**src/rtl/cop_port_pkg.sv**
```systemverilog
package cop_port_pkg;
  typedef enum logic [1:0] {
    REG_PTR_LO = 2'd0,
    REG_PTR_HI = 2'd1,
    REG_DATA   = 2'd2,
    REG_CTRL   = 2'd3
  } reg_sel_e;

  localparam int BIT_RUN  = 0;
  localparam int BIT_STEP = 1;
  localparam int BIT_BELL = 2;
  localparam int BIT_EV0  = 4;
  localparam int NUM_EVT  = 2;

  // Assemble the control/status byte seen by a host read.
  function automatic logic [7:0] ctrl_image(input logic run, input logic step,
                                            input logic [NUM_EVT-1:0] flags);
    logic [7:0] b;
    b = '0;
    b[BIT_RUN]  = run;
    b[BIT_STEP] = step;
    b[BIT_EV0 +: NUM_EVT] = flags;
    return b;
  endfunction
endpackage

```
**src/rtl/cop_addr_ctr.sv**
```systemverilog
module cop_addr_ctr #(
  parameter int AW = 16
) (
  input  logic          clk,
  input  logic          rst_n,
  input  logic          ld_lo,
  input  logic          ld_hi,
  input  logic          step,
  input  logic [7:0]    wbyte,
  output logic [AW-1:0] ptr
);
  localparam int HI_W = AW - 8;

  function automatic logic [AW-1:0] ptr_next(input logic [AW-1:0] p);
    return p + {{(AW-1){1'b0}}, 1'b1};
  endfunction

  always_ff @(posedge clk or negedge rst_n) begin
    if (!rst_n) begin
      ptr <= '0;
    end else if (ld_lo) begin
      ptr[7:0] <= wbyte;
    end else if (ld_hi) begin
      ptr[AW-1:8] <= wbyte[HI_W-1:0];
    end else if (step) begin
      ptr <= ptr_next(ptr);
    end
  end

  p_step_r4: assert property (@(posedge clk) disable iff (!rst_n)
    (step && !ld_lo && !ld_hi) |=> (ptr == ptr_next($past(ptr))));
  p_hold_r10: assert property (@(posedge clk) disable iff (!rst_n)
    (!step && !ld_lo && !ld_hi) |=> $stable(ptr));
  p_lo_load_r2: assert property (@(posedge clk) disable iff (!rst_n)
    ld_lo |=> (ptr[7:0] == $past(wbyte)) && (ptr[AW-1:8] == $past(ptr[AW-1:8])));
endmodule

```
**src/rtl/cop_ctrl_reg.sv**
```systemverilog
module cop_ctrl_reg (
  input  logic       clk,
  input  logic       rst_n,
  input  logic       wr,
  input  logic [2:0] wbits,
  output logic       run,
  output logic       step_en,
  output logic       bell
);
  import cop_port_pkg::*;

  always_ff @(posedge clk or negedge rst_n) begin
    if (!rst_n) begin
      run     <= 1'b0;
      step_en <= 1'b0;
      bell    <= 1'b0;
    end else begin
      bell <= wr && wbits[BIT_BELL];
      if (wr) begin
        run     <= wbits[BIT_RUN];
        step_en <= wbits[BIT_STEP];
      end
    end
  end

  p_run_r5: assert property (@(posedge clk) disable iff (!rst_n)
    wr |=> (run == $past(wbits[BIT_RUN])));
  p_bell_r6: assert property (@(posedge clk) disable iff (!rst_n)
    (wr && wbits[BIT_BELL]) |=> bell);
  p_bell_src_r6: assert property (@(posedge clk) disable iff (!rst_n)
    !(wr && wbits[BIT_BELL]) |=> !bell);
endmodule

```
**src/rtl/cop_evt_flags.sv**
```systemverilog
module cop_evt_flags #(
  parameter int N = 2
) (
  input  logic         clk,
  input  logic         rst_n,
  input  logic [N-1:0] evt,
  input  logic [N-1:0] clr,
  output logic [N-1:0] flag,
  output logic         irq
);
  for (genvar i = 0; i < N; i++) begin : g_flag
    always_ff @(posedge clk or negedge rst_n) begin
      if (!rst_n)      flag[i] <= 1'b0;
      else if (evt[i]) flag[i] <= 1'b1;
      else if (clr[i]) flag[i] <= 1'b0;
    end

    p_set_r7: assert property (@(posedge clk) disable iff (!rst_n)
      evt[i] |=> flag[i]);
    p_clear_r8: assert property (@(posedge clk) disable iff (!rst_n)
      (clr[i] && !evt[i]) |=> !flag[i]);
    p_sticky_r7: assert property (@(posedge clk) disable iff (!rst_n)
      (flag[i] && !clr[i]) |=> flag[i]);
  end

  assign irq = |flag;

  p_irq_r9: assert property (@(posedge clk) disable iff (!rst_n)
    (|evt) |=> irq);
endmodule

```
**src/rtl/cop_ram_port.sv**
```systemverilog
module cop_ram_port #(
  parameter int AW = 16
) (
  input  logic          clk,
  input  logic          rst_n,
  input  logic          host_sel,
  input  logic          host_wr,
  input  logic [1:0]    host_off,
  input  logic [7:0]    host_wdata,
  output logic [7:0]    host_rdata,
  output logic [AW-1:0] ram_addr,
  output logic          ram_wr_en,
  output logic          ram_rd_en,
  output logic [7:0]    ram_wdata,
  input  logic [7:0]    ram_rdata,
  output logic          cop_run,
  output logic          cop_doorbell,
  input  logic [1:0]    cop_evt,
  output logic          host_irq
);
  import cop_port_pkg::*;

  localparam int HI_W = AW - 8;

  reg_sel_e           sel_reg;
  logic               wr_hit, rd_hit, data_acc, ctrl_wr;
  logic               step_en;
  logic [NUM_EVT-1:0] flags, clr_req;

  assign sel_reg  = reg_sel_e'(host_off);
  assign wr_hit   = host_sel && host_wr;
  assign rd_hit   = host_sel && !host_wr;
  assign data_acc = host_sel && (sel_reg == REG_DATA);
  assign ctrl_wr  = wr_hit && (sel_reg == REG_CTRL);
  assign clr_req  = ctrl_wr ? host_wdata[BIT_EV0 +: NUM_EVT] : '0;

  cop_addr_ctr #(.AW(AW)) u_ptr (
    .clk   (clk),
    .rst_n (rst_n),
    .ld_lo (wr_hit && (sel_reg == REG_PTR_LO)),
    .ld_hi (wr_hit && (sel_reg == REG_PTR_HI)),
    .step  (data_acc && step_en),
    .wbyte (host_wdata),
    .ptr   (ram_addr)
  );

  cop_ctrl_reg u_ctrl (
    .clk     (clk),
    .rst_n   (rst_n),
    .wr      (ctrl_wr),
    .wbits   (host_wdata[2:0]),
    .run     (cop_run),
    .step_en (step_en),
    .bell    (cop_doorbell)
  );

  cop_evt_flags #(.N(NUM_EVT)) u_flags (
    .clk   (clk),
    .rst_n (rst_n),
    .evt   (cop_evt),
    .clr   (clr_req),
    .flag  (flags),
    .irq   (host_irq)
  );

  assign ram_wr_en = wr_hit && data_acc;
  assign ram_rd_en = rd_hit && data_acc;
  assign ram_wdata = host_wdata;

  always_comb begin
    host_rdata = '0;
    if (rd_hit) begin
      case (sel_reg)
        REG_PTR_LO: host_rdata = ram_addr[7:0];
        REG_PTR_HI: host_rdata = {{(8-HI_W){1'b0}}, ram_addr[AW-1:8]};
        REG_DATA:   host_rdata = ram_rdata;
        default:    host_rdata = ctrl_image(cop_run, step_en, flags);
      endcase
    end
  end

  p_idle_r10: assert property (@(posedge clk) disable iff (!rst_n)
    !host_sel |=> ($stable(cop_run) && $stable(ram_addr)));
  p_bell_read_r6: assert property (@(posedge clk) disable iff (!rst_n)
    (rd_hit && sel_reg == REG_CTRL) |-> !host_rdata[BIT_BELL]);
endmodule

```
**config.mk**
```make
export PLATFORM = sky130hd
export DESIGN_NAME = cop_ram_port
export DESIGN_NICKNAME = d
export VERILOG_FILES = /design/src/rtl/cop_port_pkg.sv /design/src/rtl/cop_addr_ctr.sv /design/src/rtl/cop_ctrl_reg.sv /design/src/rtl/cop_evt_flags.sv /design/src/rtl/cop_ram_port.sv
export SDC_FILE = /design/constraint.sdc
export NUM_CORES = 1
export LEC_CHECK = 0
export BUFFER_PORTS_ARGS = -buffer_cell sky130_fd_sc_hd__buf_2
export CORE_UTILIZATION = 49
export CTS_BUF_LIST = sky130_fd_sc_hd__clkbuf_4 sky130_fd_sc_hd__clkbuf_8
export DETAILED_ROUTE_END_ITERATION = 10
export PLACE_DENSITY = 0.88
export SLEW_MARGIN = 20
export SYNTH_ARGS = -nofsm -noshare
export SYNTH_HDL_FRONTEND = slang
export SYNTH_SLANG_ARGS = --single-unit
```
**constraint.sdc**
```tcl
create_clock -name clk -period 3 [get_ports clk]
set_input_delay 0.9 -clock clk [delete_from_list [all_inputs] [get_ports clk]]
set_output_delay 0.9 -clock clk [all_outputs]
set_load 0.02 [all_outputs]
```
# Word level (Yosys, flattened, before mapping)
# Index checks and enable logic that the tools add are counted.
# W data, S select, Z words.
[word_totals] reg_bits=21 in_bits=24 output_inout_bits=37 word_cells=43
[classes] n_addsub=1 n_eq_ne=4 muxes=11 bitwise_logic=1 reduce_logical=19
[op_table] cell="$mux W8" count=4
[op_table] cell="$pmux W8 S3" count=1
[op_table] cell="$add A16 B1 Y16 const B" count=1
[op_table] cell="$mux W16" count=1
[op_table] cell="$logic_and A1 B1 Y1" count=10
[op_table] cell="$reduce_bool A2 Y1" count=4
[op_table] cell="$eq A2 B2 Y1 const B" count=2
[op_table] cell="$mux W1" count=4
[op_table] cell="$reduce_and A2 Y1" count=2
[op_table] cell="$eq A2 B1 Y1 const B" count=1
[op_table] cell="$logic_not A2 Y1" count=1
[op_table] cell="$mux W2" count=1
[op_table] cell="$ne A2 B1 Y1 const B" count=1
[op_table] cell="$reduce_or A2 Y1" count=1
[op_table] cell="$logic_not A1 Y1" count=1
[op_table] cell="$not A1 Y1" count=1

# Longest topological paths before layout
# Gate-level depths: netlist (run 1).
[depth] depth_word=6 depth_mapped=7 mapped_depth_nobuf=5

# Cells and area by module
# A second synthesis (run 1) with hierarchy kept.
[unflattened] hier_cells=186 hier_area_um2=1630.3
[by_module_without_submodules] mod="cop_addr_ctr" n_inst=1 cells_each=119 area_each_um2=1062.3 seq_area_each_um2=400.4
[by_module_without_submodules] mod="cop_ram_port" n_inst=1 cells_each=54 area_each_um2=382.9 seq_area_each_um2=0.0
[by_module_without_submodules] mod="cop_ctrl_reg" n_inst=1 cells_each=6 area_each_um2=105.1 seq_area_each_um2=75.1
[by_module_without_submodules] mod="cop_evt_flags" n_inst=1 cells_each=7 area_each_um2=80.1 seq_area_each_um2=50.0

# Worst setup path after synthesis (run 1)
# Ideal clock, no wire load.
[synth_path] path_kind="input port to output port" start="input host_off[0]" end="output host_rdata[5]" t_arrival_ns=1.905 required_time_ns=2.100 path_slack_ns=0.195 path_stages=4 n_path_buf=2 cell_sequence="buf_6 > buf_2 > mux4_2 > nor2b_1"
[synth_between] elab_chain_cells=3 word_cells_on_any_way=5 classes_between="2 x eq/ne; 2 x mux; 1 x reduce/logical"
[synth_lines] element="from (decl)" line_no="cop_ram_port.sv:8" source="input logic [1:0] host_off,"
[synth_lines] element="$eq A2 B2 Y1, or another cell as far along" line_no="cop_ram_port.sv:73" source="case (sel_reg)"
[synth_lines] element="$pmux W8 S3 (*)" line_no="cop_ram_port.sv:73"
[synth_lines] element="$mux W8 (*)" line_no="cop_ram_port.sv:72" source="if (rd_hit) begin"
[synth_lines] element="to (decl)" line_no="cop_ram_port.sv:10" source="output logic [7:0] host_rdata,"
# Mark *: on every way between the ends. The rest lies on a longest branch, timed or not.

# Worst setup path in the final report (run 1)
[layout_path] start="input host_off[0]" end="output host_rdata[1]"
# Same word-level chain as after synthesis.

==> out/metrics.csv, run 1 <==
stage;metric;value;unit
run_status;status;finished clean;
timing;RSZ-0062 raised after global routing;false;
grt;initial antenna violation count;0;
clock_tree;TritonCTS clock tree;built;
logic_synthesis;Synthesized Nets;181;
job;# Max-Cap Violations;0;
timing;# setup viols final;0;
setup_path;CP Data Required Time;2.10;ns
setup_path;worst stage delay on the critical path;0.56;ns
logic_synthesis;Synth top area share;37.50;%
clock_tree;clk_lat worst skew;0.30;ns
routing;Routed WL per cell;13.79;um
timing;Final Cycle Share;94.30;%
worst_hold_path;Hold WC Path Type;flop to flop;
setup_path;CP Max Fanout;6;
setup_path;RR Startpoint;u_ptr.ptr[4];
die;die width;55.48;um
power_and_ir_drop;Max VDD drop;0.3687;mV
power_and_ir_drop;pwr dens;565.5;nW/um^2
timing;FMAX;0.3535;GHz
timing;Slew @ Worst Pin;0.4752;ns
setup_path;slowest CP cell;mux4_1;
grt;largest net degree at the start of global routing;22;
setup_path;path length in cells of the critical path;4;
timing;shortest period the worst path allows;2.829;ns
grt;global-route wire length before repair;5520;um
layout;NumNets Final;234;
routing;DRT iter0 DRCs;53;
timing;clk_skew;0.007224;ns
setup_path;kind of critical path;input pin to primary output;
setup_path;most used cell, CP;buf_2;
layout;fin util;61.74;%
placement;IO buf count;60;
logic_synthesis;async set or reset register ratio after synthesis;100.0;%
logic_synthesis;top_reg_cell synth;dfrtp_1;
clock_tree;cts repair resizes;0;
die;core area;2734;sq um
logic_synthesis;sequential share of the synthesized area;37.50;%
logic_synthesis;Cells after Synth;156;
timing;Slew Viols, Final;0;
routing;drt first pass iters;4;
logic_synthesis;top cells by area, synth;dfrtp_1 38%, nand2_1 6.2%, xnor2_1 5.0%;
die;initial core utilization;51.26;%
timing;TNS Setup;0;ns
timing;final-report hold violation count;0;
die;die area;3077;sq um
layout;P&R area growth vs syn;20.45;%
routing;vias post-DR;1248;
setup_path;Critical Path AT;1.93;ns
logic_synthesis;synthesized area;1401;sq um
setup_path;CP bufs+invs;2;
grt;All-Layer GR Usage;22.92;%
grt;vias in the first global route;1148;
clock_tree;Num Clock Sinks;21;
setup_path;worst setup path start;host_off[0];
placement;dpl hpwl;2494;um
clock_tree;Post-CTS Hold Fix Bufs;0;
logic_synthesis;biggest area consumer among synthesized cells;dfrtp_1;
logic_synthesis;Post-synth EDFFs;0;
power_and_ir_drop;Leak;0.7820;nW
clock_tree;Num CTS Buffers;3;
logic_synthesis;count of state elements after synthesis;21;
logic_synthesis;post-synthesis cell type count;32;
grt;GR Overflow Total;0;
logic_synthesis;Post-Syn Area per Cell;8.983;sq um
routing;antenna-violating nets left;0;
timing;relative max-transition margin;68.32;%
routing;DRC viols;0;
clock_tree;CTS HTree Levels;1;
setup_path;FF-to-FF path depth;5;
setup_path;delay-heaviest family, CP;multiplexers;
routing;Via density;5.222;
setup_path;critical path, cell by cell;buf_2 -> mux4_1 -> nor2b_1 -> buf_2;
worst_hold_path;worst hold start;u_flags.flag[0];
die;row count;19;
routing;DRT Wirelength;3295;um
clock_tree;CTS Buffer Depth;2;
worst_hold_path;Hold Crit Depth;1;
logic_synthesis;synth warn;0;
setup_path;Startpoint Class;input pin;
die;Die Y;55.48;um
clock_tree;clock root buffer;clkbuf_4;
setup_path;Setup crit end kind;primary output;
layout;layout cells sized above 1;35.58;%
die;Boundary Pins;61;
clock_tree;clock-pin slew on the worst setup and hold paths;0.12;ns
layout;diode count;0;
clock_tree;Post-CTS Setup Bufs;0;
placement;Placer Congestion;0.8086;
[placed cells by master (no fill, tap or decap), drive strengths merged, types with 5 or more instances in the layout]
master / n
o21ai: 15
nor3: 8
xnor2: 8
mux2i: 5
nor2: 14
dfrtp: 21
xor2: 6
nand2: 23
nand3: 5
buf: 63
a21oi: 5
[layer usage]
| metal | up-vias | track usage (%) | wire length [um] |
|---|---|---|---|
| met4 | 0 | 6.429 | 38 |
| li1 | 643 | - | - |
| met5 | - | 0 | 0 |
| met1 | 561 | 34.46 | 1573 |
| met2 | 40 | 34.94 | 1517 |
| met3 | 4 | 2.810 | 165 |
[registers in the layout, summed over array words and instances (netlist names)]
name,cells
u_ctrl.bell,1
u_ctrl.run,1
u_ctrl.step_en,1
u_flags.flag,2
u_ptr.ptr,16
[Yosys cell counts, drive strengths merged, types with 2 or more instances]
master  instances
nand2          23
dfrtp          21
o21ai          15
nor2           14
buf            13
nor3            8
xnor2           8
xor2            6
a21oi           5
mux2i           5
nand3           5
mux4            4
nand4           4
nor2b           4
and3            3
inv             3
a21o            2
clkbuf          2
mux2            2
nand2b          2
[cells by family after synthesis]
kind of cell | synth area share [%]
simple gates | 23.57
xor+xnor | 8.750
mux | 12.14
buf+inv | 8.303
fa+ha+maj | 0.8927
compound gates | 8.839
flops | 37.50
[worst register-to-register path, cell delays in order (launching register included)]
cell	delay, ns
dfrtp_1	0.47
nand3_1	0.27
nor3_1	0.39
nand2_1	0.12
xor2_1	0.16
o21ai_0	0.20
[power breakdown]
group	internal [mW]	switching (mW)
Clock	0.0608	0.0859
Sequential	0.345	0.104
Combinational	0.153	0.206
[through the flow]
| stage | cell area, sq um | setup WS [ns] | power, mW | cells | hold slack [ns] |
|---|---|---|---|---|---|
| 3_5_place_dp | 1658 | 0.1577 | 0.8109 | 235 | 0.4810 |
| 3_3_place_gp | 1658 | 0.1983 | 0.7973 | 235 | 0.4788 |
| 4_1_cts | 1688 | 0.1556 | 0.9558 | 239 | 0.5081 |
| 2_1_floorplan | 1401 | 0.1955 | 0.6705 | 156 | 0.4578 |
| 6_report | 1688 | 0.1709 | 0.9545 | 239 | 0.5054 |
| 5_1_grt | 1688 | 0.07772 | 1.013 | 239 | 0.5404 |
[path summary, 6_finish.rpt]
kind                                   end  slack, ns
min reg2reg                u_flags.flag[0]       0.51
min in group asynchronous     u_ptr.ptr[4]       0.53
max in group asynchronous    u_ptr.ptr[11]       2.14
max                          host_rdata[1]       0.17
max reg2reg                  u_ptr.ptr[12]       1.31
min                        u_flags.flag[0]       0.51
[final cells by class]
type | count | area (sq um)
multi-input cells | 117 | 759.5
well taps | 31 | 38.79
repair buffers | 63 | 322.8
inverters | 3 | 11.26
flip-flops and latches | 21 | 525.5
clock buffers | 4 | 30.03
fillers | 242 | 1046
Power figures use the tool's default switching activity.
==> run 2: changes to the inputs <==
- RECOVER_POWER: not set -> 100
==> run 2 against run 1 <==
  * Final cell count unchanged
  * Sequential power about the same
  * Routed wire length down 0.94%
  * Combinational power down 6.1%
  * Fmax down 0.31%
  * Global-route usage unchanged
  * Critical path depth unchanged
  * Register-to-register slack better by 0.04 ns
  * Die area unchanged
  * Clock power about the same
  * Clock skew up 0.00077 ns
  * Worst hold slack better by 0.0070 ns
  * Critical endpoint is now host_rdata[0]
==> out/metrics.csv, run 2 (synthesized netlist as in run 1, its figures left out) <==
stage;metric;value;unit;change
clock_tree;Num CTS Buffers;3;;unchanged
setup_path;CP Data Required Time;2.10;ns;about the same
layout;diode count;0;;unchanged
grt;initial antenna violation count;0;;unchanged
die;core area;2734;sq um;unchanged
worst_hold_path;Hold Crit Depth;1;;unchanged
timing;final-report hold violation count;0;;unchanged
timing;RSZ-0062 raised after global routing;false;;unchanged
die;row count;19;;unchanged
routing;DRT iter0 DRCs;60;;was 53
setup_path;Critical Path AT;1.94;ns;was 1.93 ns
layout;most common library cell in the layout ignoring fill and taps;clkbuf_1;;was buf_2
layout;max FFs per register;16;;unchanged
setup_path;CP Max Fanout;6;;unchanged
clock_tree;Num Clock Sinks;21;;unchanged
grt;vias in the first global route;1148;;unchanged
timing;TNS Setup;0;ns;unchanged
clock_tree;CTS Buffer Depth;2;;unchanged
clock_tree;cts repair resizes;0;;unchanged
worst_hold_path;Hold WC Path Type;flop to flop;;unchanged
power_and_ir_drop;Pwr Total;931.2;uW;was 954.5 uW
die;die width;55.48;um;unchanged
worst_hold_path;worst hold start;u_flags.flag[0];;unchanged
layout;NumNets Final;234;;unchanged
routing;antenna-violating nets left;0;;unchanged
power_and_ir_drop;Leak;0.6610;nW;was 0.7820 nW
timing;Slew @ Worst Pin;1.133;ns;was 0.4752 ns
setup_path;Startpoint Class;input pin;;unchanged
setup_path;RR Startpoint;u_ptr.ptr[4];;unchanged
setup_path;FF-to-FF setup slack;1.35;ns;was 1.31 ns
routing;Via density;5.251;;was 5.222
job;# Max-Cap Violations;0;;unchanged
clock_tree;clk_lat worst skew;0.30;ns;about the same
setup_path;Setup crit end kind;primary output;;unchanged
placement;dpl cell area;1658;sq um;unchanged
timing;Final Cycle Share;94.60;%;was 94.30%
routing;drt first pass iters;4;;unchanged
die;Die Y;55.48;um;unchanged
run_status;status;finished clean;;unchanged
grt;largest net degree at the start of global routing;22;;unchanged
layout;top flop regs;u_ptr.ptr (16), u_flags.flag (2);;unchanged
clock_tree;Post-CTS Hold Fix Bufs;0;;unchanged
die;die area;3077;sq um;unchanged
grt;global-route wire length before repair;5520;um;unchanged
layout;most frequent cells in the layout;36 x clkbuf_1, 23 x nand2_1, 22 x buf_2;;was 60 x buf_2, 23 x nand2_1, 21 x dfrtp_1
timing;Slew Viols, Final;0;;unchanged
routing;DRT Wirelength;3264;um;was 3295 um
timing;# setup viols final;0;;unchanged
setup_path;RR Endpoint;u_ptr.ptr[12];;unchanged
timing;relative max-transition margin;24.46;%;was 68.32%
timing;clk_skew;0.007995;ns;was 0.007224 ns
grt;GR Overflow Total;0;;unchanged
setup_path;FF-to-FF path depth;5;;unchanged
setup_path;kind of critical path;input pin to primary output;;unchanged
grt;All-Layer GR Usage;22.92;%;unchanged
routing;Routed WL per cell;13.66;um;was 13.79 um
worst_hold_path;Worst Hold End;u_flags.flag[0];;unchanged
layout;P&R area growth vs syn;16.52;%;was 20.45%
routing;vias post-DR;1255;;was 1248
die;initial core utilization;51.26;%;unchanged
placement;Placer Congestion;0.8086;;unchanged
clock_tree;clock root buffer;clkbuf_4;;unchanged
die;Boundary Pins;61;;unchanged
clock_tree;clock-pin slew on the worst setup and hold paths;0.12;ns;about the same
clock_tree;Post-CTS Setup Bufs;0;;unchanged
layout;Largest Register;u_ptr.ptr;;unchanged
timing;FMAX;0.3524;GHz;was 0.3535 GHz
layout;design area;1633;sq um;was 1688 sq um
timing;minimum hold slack;0.5124;ns;was 0.5054 ns
power_and_ir_drop;Max VDD drop;0.3568;mV;was 0.3687 mV
layout;layout cells sized above 1;17.31;%;was 35.58%
power_and_ir_drop;pwr dens;570.3;nW/um^2;was 565.5 nW/um^2
placement;IO buf count;60;;unchanged
clock_tree;CTS HTree Levels;1;;unchanged
timing;shortest period the worst path allows;2.838;ns;was 2.829 ns
placement;dpl hpwl;2494;um;unchanged
clock_tree;TritonCTS clock tree;built;;unchanged
routing;DRC viols;0;;unchanged
run 2: changes by cell type in the layout (fill, tap and decap cells not counted):
cell / previous run / this run
buf_2: 60 / 22
clkbuf_1: 0 / 36
clkbuf_2: 0 / 3
o21ai_0: 12 / 15
o21ai_1: 3 / 0
and4_1: 0 / 1
and4_4: 1 / 0
buf_4: 3 / 2
nor3_1: 7 / 8
nor3_2: 1 / 0
run 2: how the worst max path moves through the flow:
| stage | start | end | slack [ns] | cells past startpoint |
|---|---|---|---|---|
| floorplan | host_off[0] | host_rdata[5] | 0.20 | 4 |
| global placement | host_off[0] | host_rdata[0] | 0.20 | 4 |
| detailed placement | host_off[0] | host_rdata[1] | 0.16 | 4 |
| CTS | host_off[0] | host_rdata[1] | 0.16 | 4 |
| global route | host_off[1] | host_rdata[2] | 0.06 | 6 |
| finish | host_off[0] | host_rdata[0] | 0.16 | 4 |
run 2: critical path, stage by stage:
cell	delay [ns]
buf_2	0.17
mux4_1	0.55
nor2b_1	0.14
clkbuf_1	0.17
run 2: metrics by stage:
stage | instances | worst slack, ns | utilization [%]
3_3_place_gp | 235 | 0.1983 | 60.64
4_1_cts | 239 | 0.1556 | 61.74
5_1_grt | 239 | 0.05682 | 59.73
6_report | 239 | 0.1620 | 59.73
3_5_place_dp | 235 | 0.1577 | 60.64
2_1_floorplan | 156 | 0.1955 | -
run 2: power breakdown:
| group | internal (mW) | switching [mW] | leakage [nW] |
|---|---|---|---|
| combinational | 0.132 | 0.204 | 0.390 |
| sequential | 0.345 | 0.103 | 0.253 |
| clock | 0.0608 | 0.0854 | 0.0184 |
run 2: cell type report:
cell class                 instances  area (sq um)
clock buffer                       4         30.03
multi-input combinational        117         752.0
inverter                           3         11.26
sequential                        21         525.5
fill                             260          1101
timing repair buffer              63         275.3
tap                               31         38.79
run 2: routing by layer:
metal | share of wire, % | track usage [%]
met5 | 0 | 0
met4 | 0.92 | 6.429
met2 | 47 | 34.94
met1 | 48 | 34.46
met3 | 4.4 | 2.810
==> run 3: changes to the inputs <==
- ABC_AREA: not set -> 1
- CORE_UTILIZATION: 49 -> 52
- TNS_END_PERCENT: not set -> 5
- clock period: 3 -> 2.7 ns (I/O delays scaled with it)
==> run 3 against run 2 <==
  * Area after synthesis grew 27%
  * Worst setup slack lost 0.060 ns
  * Via count grew 50%
  * Worst hold slack gained 0.050 ns
  * Combinational power grew 82%
  * Routed wire length grew 41%
  * Power grew 43%
  * Die area grew 19%
  * Critical path depth grew 5
  * Clock power grew 16%
  * Clock skew shrank 0.0064 ns
==> out/metrics.csv, run 3 <==
stage;metric;value;unit;change
routing;drt first pass iters;4;;unchanged
logic_synthesis;biggest area consumer among synthesized cells;dfrtp_1;;unchanged
layout;fin util;62.74;%;was 59.73%
logic_synthesis;Synth top area share;29.60;%;was 37.50%
setup_path;most used cell, CP;inv_1;;
setup_path;critical path, cell by cell;buf_2 -> inv_1 -> nand2_2 -> inv_1 -> nand2_1 -> o211ai_1 -> o21ai_0 -> inv_1 -> buf_2;;was buf_2 -> mux4_1 -> nor2b_1 -> clkbuf_1
clock_tree;CTS HTree Levels;1;;unchanged
grt;largest net degree at the start of global routing;22;;unchanged
grt;GR Overflow Total;0;;unchanged
setup_path;CP Max Fanout;7;;was 6
setup_path;CP bufs+invs;5;;was 2
worst_hold_path;Hold WC Path Type;flop to flop;;unchanged
placement;number of cells after detailed placement;356;;was 235
die;die area;3652;sq um;was 3077 sq um
grt;All-Layer GR Usage;28.76;%;was 22.92%
routing;vias post-DR;1888;;was 1255
die;initial core utilization;56.31;%;was 51.26%
setup_path;kind of critical path;input pin to primary output;;unchanged
logic_synthesis;synth warn;0;;unchanged
routing;antenna-violating nets left;0;;unchanged
timing;final-report hold violation count;0;;unchanged
layout;diode count;0;;unchanged
timing;minimum hold slack;0.5621;ns;was 0.5124 ns
grt;initial antenna violation count;0;;unchanged
logic_synthesis;Post-synth top cells;71 x nand2_1, 43 x inv_1, 22 x nor2_1, 21 x dfrtp_1, 20 x o21ai_0;;was 23 x nand2_1, 21 x dfrtp_1, 14 x nor2_1, 12 x o21ai_0
logic_synthesis;synthesized area;1775;sq um;was 1401 sq um
power_and_ir_drop;Max VDD drop;0.3312;mV;was 0.3568 mV
clock_tree;CTS Buffer Depth;2;;unchanged
layout;NumNets Final;342;;was 234
grt;global-route wire length before repair;7776;um;was 5520 um
timing;FMAX;0.3849;GHz;
clock_tree;TritonCTS clock tree;built;;unchanged
placement;dpl hpwl;3665;um;was 2494 um
layout;layout cells sized above 1;17.72;%;was 17.31%
routing;DRT iter0 DRCs;110;;was 60
logic_synthesis;Post-Syn Area per Cell;6.777;sq um;was 8.983 sq um
logic_synthesis;post-synthesis cell type count;34;;was 32
logic_synthesis;count of state elements after synthesis;21;;unchanged
timing;shortest period the worst path allows;2.598;ns;
layout;top flop regs;u_ptr.ptr (16), u_flags.flag (2);;unchanged
setup_path;worst stage delay on the critical path;0.17;ns;was 0.55 ns
layout;register area;525.5;sq um;unchanged
clock_tree;clock-pin slew on the worst setup and hold paths;0.12;ns;about the same
die;die width;60.43;um;was 55.48 um
routing;DRC viols;0;;unchanged
timing;TNS Setup;0;ns;unchanged
routing;DRT Wirelength;4618;um;was 3264 um
die;Boundary Pins;61;;unchanged
logic_synthesis;top cells by area, synth;dfrtp_1 30%, nand2_1 15%, inv_1 9.1%;;was dfrtp_1 38%, nand2_1 6.2%, xnor2_1 5.0%
layout;max FFs per register;16;;unchanged
layout;most frequent cells in the layout;73 x nand2_1, 43 x inv_1, 32 x clkbuf_1;;was 36 x clkbuf_1, 23 x nand2_1, 22 x buf_2
grt;vias in the first global route;1766;;was 1148
setup_path;CP Data Required Time;1.89;ns;was 2.10 ns
timing;RSZ-0062 raised after global routing;false;;unchanged
placement;dpl ws;0.06483;ns;was 0.1577 ns
placement;Placer Congestion;0.9083;;was 0.8086
layout;Finished Layout Cells;360;;was 239
power_and_ir_drop;Leak;1.058;nW;was 0.6610 nW
layout;P&R area growth vs syn;11.42;%;was 16.52%
logic_synthesis;sequential share of the synthesized area;29.60;%;was 37.50%
logic_synthesis;top_reg_cell synth;dfrtp_1;;unchanged
timing;clk_skew;0.001628;ns;was 0.007995 ns
die;Die Y;60.43;um;was 55.48 um
routing;Via density;5.244;;was 5.251
timing;final worst setup slack;0.1019;ns;was 0.1620 ns
clock_tree;Num CTS Buffers;3;;unchanged
setup_path;Setup crit end kind;primary output;;unchanged
routing;Routed WL per cell;12.83;um;was 13.66 um
logic_synthesis;Cells after Synth;262;;was 156
logic_synthesis;cell with the most instances after synthesis;nand2_1;;unchanged
setup_path;delay-heaviest family, CP;buffers and inverters;;was multiplexers
setup_path;slowest CP cell;o21ai_0;;was mux4_1
timing;# setup viols final;0;;unchanged
placement;dpl cell area;2047;sq um;was 1658 sq um
power_and_ir_drop;pwr dens;674.7;nW/um^2;was 570.3 nW/um^2
timing;Slew @ Worst Pin;1.154;ns;was 1.133 ns
layout;fillers;330;;was 260
die;row count;20;;was 19
layout;most common library cell in the layout ignoring fill and taps;nand2_1;;was clkbuf_1
timing;Final Cycle Share;96.23;%;
setup_path;Startpoint Class;input pin;;unchanged
clock_tree;clk_lat worst skew;0.31;ns;was 0.30 ns
die;core area;3153;sq um;was 2734 sq um
layout;area of the multi-input gates;925.9;sq um;was 752.0 sq um
power_and_ir_drop;Pwr Total;1.335;mW;was 931.2 uW
clock_tree;clock root buffer;clkbuf_4;;unchanged
clock_tree;Num Clock Sinks;21;;unchanged
job;# Max-Cap Violations;0;;unchanged
setup_path;Critical Path AT;1.79;ns;was 1.94 ns
run_status;status;finished clean;;unchanged
placement;IO buf count;60;;unchanged
logic_synthesis;Post-synth EDFFs;0;;unchanged
logic_synthesis;Synthesized Nets;287;;was 181
layout;design area;1978;sq um;was 1633 sq um
timing;Slew Viols, Final;0;;unchanged
logic_synthesis;async set or reset register ratio after synthesis;100.0;%;unchanged
layout;Largest Register;u_ptr.ptr;;unchanged
timing;relative max-transition margin;23.03;%;was 24.46%
==> run 3: cell count changes after synthesis, sizes merged, moves of 5 or more <==
cell | previous run | this run
nor3 | 8 | 1
o211ai | 0 | 5
xnor2 | 8 | 2
inv | 3 | 46
nor2 | 14 | 28
nand2 | 23 | 79
mux2i | 5 | 0
o21ai | 15 | 32
nand3 | 5 | 18
==> run 3: metal layers <==
layer	track usage (%)	vias to the layer above	part of all wire [%]
met2	50.55	81	47
met4	9.740	0	2.5
li1	-	928	-
met1	35.97	867	44
met5	0	-	0
met3	4.264	12	5.9
==> run 3: worst min-delay path, stage by stage (launching register included) <==
cell     delay [ns]
dfrtp_1        0.41
nand2_1        0.07
nand2_1        0.06
==> run 3: path summary, 6_finish.rpt <==
| check | startpoint | to | slack, ns | cells after the start |
|---|---|---|---|---|
| hold reg to reg | u_ptr.ptr[15] | u_ptr.ptr[15] | 0.56 | 2 |
| min in group asynchronous | rst_n | u_ptr.ptr[2] | 0.69 | 1 |
| max in group asynchronous | rst_n | u_ptr.ptr[5] | 1.33 | 1 |
| setup / recovery | host_off[0] | host_rdata[1] | 0.10 | 9 |
| setup reg to reg | u_ptr.ptr[1] | u_ptr.ptr[6] | 1.09 | 6 |
| hold / removal | u_ptr.ptr[15] | u_ptr.ptr[15] | 0.56 | 2 |
==> run 3: power by group <==
part           switching (mW)  internal, mW
Combinational           0.413         0.200
Sequential              0.146         0.406
Clock                   0.102        0.0678
==> run 3: cell families after synthesis <==
kind of cell / count (synthesis) / synth area share (%)
flip-flops: 21 / 29.60
XOR/XNOR: 4 / 1.974
AO/OA/AOI/OAI: 47 / 16.56
AND/OR/NAND/NOR: 132 / 36.15
buffers and inverters: 57 / 15.01
adder cells (fa/ha/maj): 1 / 0.7046
==> run 3: what timing repair did <==
item | in CTS | in global routing
resized for setup | 0 | 3
hold buffers | 0 | 0
buffers inserted | 0 | 0
endpoints found under the setup margin | 0 | 3
==> run 3: cell type report <==
class,count,share of cell area (%)
Timing Repair Buffer,61,13.54
Inverter,46,8.792
Tap cell,44,2.783
Sequential cell,21,26.57
Clock buffer,4,1.518
Multi-Input combinational cell,184,46.81
